[src/rtl/zc_phase_meter.sv]
module zc_phase_meter #(
  parameter int NOM      = 1600,
  parameter int P_MIN    = 1568,
  parameter int P_MAX    = 1633,
  parameter int CW       = 12,
  parameter int AMP_W    = 12,
  parameter int I_MIN    = 200,
  parameter int AVG_LOG2 = 2
) (
  input  logic                 clk,
  input  logic                 rst_n,
  input  logic                 tick,
  input  logic                 volt_sq,
  input  logic                 curr_sq,
  input  logic [AMP_W-1:0]     curr_amp,
  output logic [CW-1:0]        period_out,
  output logic signed [CW-1:0] phase_out,
  output logic signed [CW-1:0] rate_trim,
  output logic                 valid,
  output logic                 range_err
);
  localparam int AVG_N = 1 << AVG_LOG2;
  localparam int SW    = CW + AVG_LOG2;
  localparam int HALF  = NOM / 2;
  localparam int FW    = $clog2(AVG_N + 1);

  logic                 volt_q, curr_q, armed, seen_q, small_q, upd;
  logic [CW-1:0]        ctr, ofs_q;
  logic [FW-1:0]        fill;
  logic [CW-1:0]        hist_p [AVG_N];
  logic signed [CW-1:0] hist_q [AVG_N];

  wire volt_rise = tick & volt_sq & ~volt_q;
  wire curr_rise = tick & curr_sq & ~curr_q;
  wire in_range  = (ctr >= CW'(P_MIN)) && (ctr <= CW'(P_MAX));
  wire accept    = volt_rise & armed & in_range;
  wire reject    = volt_rise & armed & ~in_range;
  wire is_small  = curr_amp < AMP_W'(I_MIN);

  logic signed [CW:0]   ofs_x, ofs_w;
  logic signed [CW-1:0] ph_samp;
  assign ofs_x   = $signed({1'b0, ofs_q});
  assign ofs_w   = (ofs_q < CW'(HALF)) ? ofs_x : ofs_x - (CW+1)'(NOM);
  assign ph_samp = (seen_q && !small_q) ? ofs_w[CW-1:0] : '0;

  logic [SW-1:0]        psum;
  logic signed [SW-1:0] qsum, qavg;
  logic [CW-1:0]        pavg, trim_w;
  always_comb begin
    psum = '0;
    qsum = '0;
    for (int k = 0; k < AVG_N; k++) begin
      psum = psum + SW'(hist_p[k]);
      qsum = qsum + SW'(hist_q[k]);
    end
  end
  assign qavg   = qsum >>> AVG_LOG2;
  assign pavg   = psum[SW-1:AVG_LOG2];
  assign trim_w = pavg - CW'(NOM);

  always_ff @(posedge clk) begin
    if (!rst_n) begin
      volt_q <= 1'b0;
      curr_q <= 1'b0;
      armed  <= 1'b0;
      ctr    <= '0;
    end else if (tick) begin
      volt_q <= volt_sq;
      curr_q <= curr_sq;
      if (volt_rise) begin
        armed <= 1'b1;
        ctr   <= CW'(1);
      end else if (ctr != '1) begin
        ctr <= ctr + 1'b1;
      end
    end
  end

  always_ff @(posedge clk) begin
    if (!rst_n) begin
      ofs_q   <= '0;
      seen_q  <= 1'b0;
      small_q <= 1'b0;
    end else if (volt_rise) begin
      ofs_q   <= '0;
      seen_q  <= curr_rise;
      small_q <= is_small;
    end else if (curr_rise) begin
      ofs_q   <= ctr;
      seen_q  <= 1'b1;
      small_q <= is_small;
    end
  end

  always_ff @(posedge clk) begin
    if (!rst_n) begin
      for (int k = 0; k < AVG_N; k++) begin
        hist_p[k] <= '0;
        hist_q[k] <= '0;
      end
      fill      <= '0;
      upd       <= 1'b0;
      range_err <= 1'b0;
    end else begin
      upd       <= accept;
      range_err <= reject;
      if (accept) begin
        for (int k = AVG_N - 1; k > 0; k--) begin
          hist_p[k] <= hist_p[k-1];
          hist_q[k] <= hist_q[k-1];
        end
        hist_p[0] <= ctr;
        hist_q[0] <= ph_samp;
        if (fill != FW'(AVG_N)) fill <= fill + 1'b1;
      end
    end
  end

  always_ff @(posedge clk) begin
    if (!rst_n) begin
      period_out <= '0;
      phase_out  <= '0;
      rate_trim  <= '0;
      valid      <= 1'b0;
    end else begin
      valid <= upd && (fill == FW'(AVG_N));
      if (upd && (fill == FW'(AVG_N))) begin
        period_out <= pavg;
        phase_out  <= qavg[CW-1:0];
        rate_trim  <= $signed(trim_w);
      end
    end
  end

  a_r1_reset_quiet: assert property (@(posedge clk)
    $past(!rst_n) |-> (!valid && !range_err && period_out == '0));
  a_r2_err_on_tick: assert property (@(posedge clk) disable iff (!rst_n)
    range_err |-> $past(tick));
  a_r4_phase_span: assert property (@(posedge clk) disable iff (!rst_n)
    valid |-> (phase_out >= -HALF && phase_out < HALF));
  a_r7_period_hold: assert property (@(posedge clk) disable iff (!rst_n)
    !$stable(period_out) |-> valid);
  a_r7_phase_hold: assert property (@(posedge clk) disable iff (!rst_n)
    !$stable(phase_out) |-> valid);
  a_r8_filled: assert property (@(posedge clk) disable iff (!rst_n)
    valid |-> fill == FW'(AVG_N));
  a_r9_trim: assert property (@(posedge clk) disable iff (!rst_n)
    valid |-> rate_trim == $signed(period_out - CW'(NOM)));
endmodule

[config.mk]
export PLATFORM = sky130hd
export DESIGN_NAME = zc_phase_meter
export DESIGN_NICKNAME = d
export VERILOG_FILES = /design/src/rtl/zc_phase_meter.sv
export SDC_FILE = /design/constraint.sdc
export NUM_CORES = 1
export LEC_CHECK = 0
export CORE_ASPECT_RATIO = 1.2
export CORE_MARGIN = 10
export CORE_UTILIZATION = 45
export CTS_CLUSTER_DIAMETER = 60
export DETAILED_ROUTE_END_ITERATION = 12
export GPL_ROUTABILITY_DRIVEN = 0
export GPL_TIMING_DRIVEN = 0
export HOLD_SLACK_MARGIN = 0.03
export PLACE_DENSITY_LB_ADDON = 0.12
export SLEW_MARGIN = 5
export SYNTH_ARGS = -nofsm -noshare
export SYNTH_HDL_FRONTEND = slang
export SYNTH_SLANG_ARGS = --single-unit
[constraint.sdc]
create_clock -name clk -period 10.7 [get_ports clk]
set_input_delay 3.21 -clock clk [delete_from_list [all_inputs] [get_ports clk]]
set_output_delay 3.21 -clock clk [all_outputs]
set_load 0.02 [all_outputs]
==> results.txt, run 1 <==
- Ranking of synthesized cells by instance count: sky130_fd_sc_hd__edfxtp_1, sky130_fd_sc_hd__and2_1, sky130_fd_sc_hd__inv_1
- For the worst setup path, the data required time is 10.99 ns.
- The worst register-to-register path has a depth of 13.
- The worst setup path is captured at a flip-flop.
- Cts hold-fix bufs: 0
- Across all register-to-register paths, the minimum setup slack is 6.82 ns.
- For the final database, setup skew stands at between 0.006 and 0.007 ns.
- Final Non-Filler Cells: 1146
* Main area contributors after synthesis: sky130_fd_sc_hd__edfxtp_1, sky130_fd_sc_hd__dfxtp_1, sky130_fd_sc_hd__fa_1, sky130_fd_sc_hd__and2_1, sky130_fd_sc_hd__ha_1
- The final max-slew violation count was 0.
- Setup violations remaining at the end of the flow were counted as 0.
- TritonCTS built the clock tree.
- Once layout is done, the placed cells without fillers occupy 10120 µm².
- The worst path in the final design needs a cycle of 5.394 ns, including I/O delays and setup.
* Share of the synthesized area in the top cell type: 33.32%
- After detailed routing, the average wire length per cell comes to 16.42 µm.
- 55 I/O pins were placed.
* Count of flip-flops with a built-in enable after synthesis: 96
* Routed via count: 5834
- Reported max-cap violation count: 0
- Final critical-path share of the clock period: roughly half
- The first detailed-routing pass took 5 iterations.
- Horizontal die dimension: 146.6 µm
- Derived from the worst setup path, the maximum achievable clock frequency is approximately 190 MHz.
- The die covers 25200 µm².
- In this run, post-CTS repair resized a total of 0 instances.
- Cells after DPL: approximately 1.1k
- Chip height: 171.9 µm
- Most repeated cell in the gate-level netlist after synthesis: sky130_fd_sc_hd__edfxtp_1
* Total Negative Setup Slacks: 0 ns
- The number of global-route vias before repair is around 6.0k.
* Placed wire-length estimate: 14.12 mm
- After detailed routing, the number of vias per cell comes to 5.091.
- Tightest Pin Transition: 0.6841 ns
- Counting every sink on the clock net gives ~160.
- Origin of the critical flop-to-flop path: hist_p[3][1]$_SDFFCE_PN0P_
- In the final layout, the multi-input gates occupy about 4000 µm².
- Endpoint of the most critical register-to-register path: rate_trim[11]$_SDFFE_PN0P_
* Routed Antenna Nets: 0
* Clock transition time at the flip-flop clock pins of the worst setup and hold paths: 0.06 ns
- Synthesized netlist cell count: 804
- Synth async-reset ratio: 0%
- Data arrival time of the worst path: 5.69 ns
* Grt total ovfl: 0
* Setup Buffers After CTS: 0
- The number of antenna diodes in the final layout is 0.
- The Yosys step of the flow raised 0 warnings.
- Buffer levels on the longest clock path: 2
- The first global-routing pass estimated 31.19 mm of wire.
- The min-delay analysis places its worst path in the category reg -> reg.
* Initial DRC Count: 370
- Clock latency on the worst-skew pair, taken at its later pin, is 0.43 ns.
- Unique cell type count in the Yosys netlist: 58
- Seq/Total Area, Yosys: roughly half
* Maximum number of pins on one net before global-route repair: 57
* Area grow syn2layout: 16.92%
- Min-Delay Startpoint: ofs_q[3]$_SDFFE_PP0P_
- VDD sags by at most ~0.11 mV.
- For this configuration, the core starts out at a cell density of 45.89%.
* H-tree levels: 4
* Critical path class: in -> reg
- The number of hold violations in the final report is 0.
* Power density normalized to cell area: 156.3 nW/µm²
- Quantity of I/O buffers inserted on ports: 51
- The sequential cells in the finished layout cover a total of 4184 µm².
- The worst hold path terminates at ofs_q[3]$_SDFFE_PP0P_.
- Combined area of all synthesized cells: just under 9000 µm²
- The tree is rooted in a sky130_fd_sc_hd__clkbuf_16.
* Global Route Usage Sum: 15.64%
- In the routed design, unresolved DRC markers number 0.
- Area of the core: 18860 µm²
- In this run the core area contains 55 standard-cell rows.
* Final Routed Wirelength: 18.82 mm
- Number of storage elements in the synthesis netlist: 161
- The synthesized design spends more area on one cell type than any other, namely sky130_fd_sc_hd__edfxtp_1.
* Leakage power summed over all cells: 3.951 nW
* Startpoint types: input pin
* Worst Slack Setup Final: 5.306 ns
* Worst Setup Slack post-DPL: 4.873 ns
* Headroom to the max-slew limit: 54.39%
- Cts bufs inserted: 17
- Fill cell total of the finished layout: roughly 1.7k
* Outcome: completed
- Summing internal, switching and leakage power gives 1.581 mW.
- Instance area at placement: 9525 µm²
* Most instantiated flip-flop cell in the synthesis netlist: sky130_fd_sc_hd__edfxtp_1
- Number of antenna violations at the first check in global routing: 0
- Number of cells traversed by the worst hold path: 2
* RSZ-0062 raised after global routing: no
- Maximum fanout along the worst path: 10
- Final-stage net count: 973
* Share of final-layout standard cells stronger than drive strength 1: just over 6%
- Average cell area after synthesis: 10.76 µm²
[stage by stage]
step / utilization (%) / hold slack (ns)
2_1_floorplan: - / 0.4317
3_3_place_gp: 50.33 / 0.4454
3_5_place_dp: 50.52 / 0.4475
4_1_cts: 53.65 / 0.4557
5_1_grt: 53.65 / 0.4786
6_report: 53.65 / 0.4539
[where the power goes]
part	switching (mW)	leakage, nW	total (mW)	internal, mW
clock network	0.252	0.284	0.619	0.367
registers	0.0105	1.51	0.680	0.670
logic	0.163	2.15	0.281	0.119
total	0.425	3.95	1.58	1.16
[state kept, by name, indices dropped and copies added, names as in the netlist, 3 cells and up]
signal / flops
ctr: 12
fill: 3
hist_p: 48
hist_q: 48
ofs_q: 12
period_out: 12
phase_out: 12
rate_trim: 6
[area by class of cell]
class                           count  share of cell area, %
Clock buffer                       19                  4.280
Timing Repair Buffer               52                  5.318
Buffer                             35                  1.670
Sequential cell                   161                  41.36
Clock inverter                     13                  1.558
Inverter                           85                  3.154
Tap cell                          256                  3.166
Multi-Input combinational cell    525                  39.49
[metal layers]
metal  part of all wire (%)  global-route usage (%)
met1                     45                   19.56
met2                     48                   25.45
met5                      0                       0
met3                    4.1                   3.634
met4                    2.3                   6.928
[worst max-delay path, stage by stage]
cell	delay [ns]
sky130_fd_sc_hd__clkdlybuf4s50_1	0.63
sky130_fd_sc_hd__and3b_1	0.20
sky130_fd_sc_hd__buf_2	0.20
sky130_fd_sc_hd__nand3_1	0.20
sky130_fd_sc_hd__a311oi_4	0.48
sky130_fd_sc_hd__clkbuf_1	0.54
sky130_fd_sc_hd__and2_1	0.22
[worst max-delay path by stage]
stage	from	endpoint	depth (start not counted)
6_report	tick	hist_p[2][3]$_SDFFCE_PN0P_	7
4_1_cts	tick	hist_q[2][10]$_SDFFCE_PN0P_	7
5_1_grt	tick	hist_q[2][10]$_SDFFCE_PN0P_	7
2_1_floorplan	tick	hist_p[0][0]$_SDFFCE_PN0P_	4
3_3_place_gp	rst_n	hist_q[3][5]$_SDFFCE_PN0P_	3
3_5_place_dp	tick	hist_p[2][7]$_SDFFCE_PN0P_	7
[cells by family after synthesis]
group	count (synthesis)	share of synthesized area, %
AO/OA/AOI/OAI	130	10.18
flip-flops	161	48.36
adder cells (fa/ha/maj)	79	15.68
buffers and inverters	120	5.640
AND/OR/NAND/NOR	275	16.20
other	1	0.04334
XOR/XNOR	34	3.442
multiplexers	4	0.4628
[layout by cell type, fill, tap and decap left out, types with 7 or more instances in the layout]
cell | netlist | routed
sky130_fd_sc_hd__nand3_1 | 11 | 11
sky130_fd_sc_hd__a211oi_1 | 7 | 7
sky130_fd_sc_hd__inv_1 | 84 | 84
sky130_fd_sc_hd__o21ai_0 | 22 | 22
sky130_fd_sc_hd__clkbuf_1 | 24 | 26
sky130_fd_sc_hd__xor2_1 | 11 | 11
sky130_fd_sc_hd__and2_1 | 89 | 89
sky130_fd_sc_hd__a21o_1 | 7 | 7
sky130_fd_sc_hd__edfxtp_1 | 96 | 96
sky130_fd_sc_hd__o21a_1 | 7 | 7
sky130_fd_sc_hd__dfxtp_1 | 65 | 65
sky130_fd_sc_hd__buf_4 | 7 | 7
sky130_fd_sc_hd__nor3_1 | 13 | 13
sky130_fd_sc_hd__fa_1 | 49 | 49
sky130_fd_sc_hd__nand2b_1 | 7 | 7
sky130_fd_sc_hd__clkbuf_16 | 0 | 17
sky130_fd_sc_hd__nor2_1 | 49 | 49
sky130_fd_sc_hd__clkdlybuf4s50_1 | 0 | 51
sky130_fd_sc_hd__xnor2_1 | 23 | 23
sky130_fd_sc_hd__nand2_1 | 76 | 75
sky130_fd_sc_hd__a21oi_1 | 49 | 49
sky130_fd_sc_hd__ha_1 | 30 | 30
Power figures use the tool's default switching activity.
==> run 2, diff against run 1 <==
- clock period: 10.7 -> 4.92 ns (I/O delays scaled with it)
==> results of run 2 <==
The final DEF is identical to that of run 1. Status: completed.
Main changes from that run: setup slack after placement 4.873 ns -> 0.8275 ns; setup slack after layout 5.306 ns -> 1.041 ns; start point of the critical path tick -> hist_p[3][1]$_SDFFCE_PN0P_; end point of the critical path hist_p[2][3]$_SDFFCE_PN0P_ -> rate_trim[11]$_SDFFE_PN0P_; register-to-register setup slack 6.82 ns -> 1.04 ns; total power 1.581 mW -> 3.439 mW; worst IR drop on VDD 0.1057 mV -> 0.2298 mV
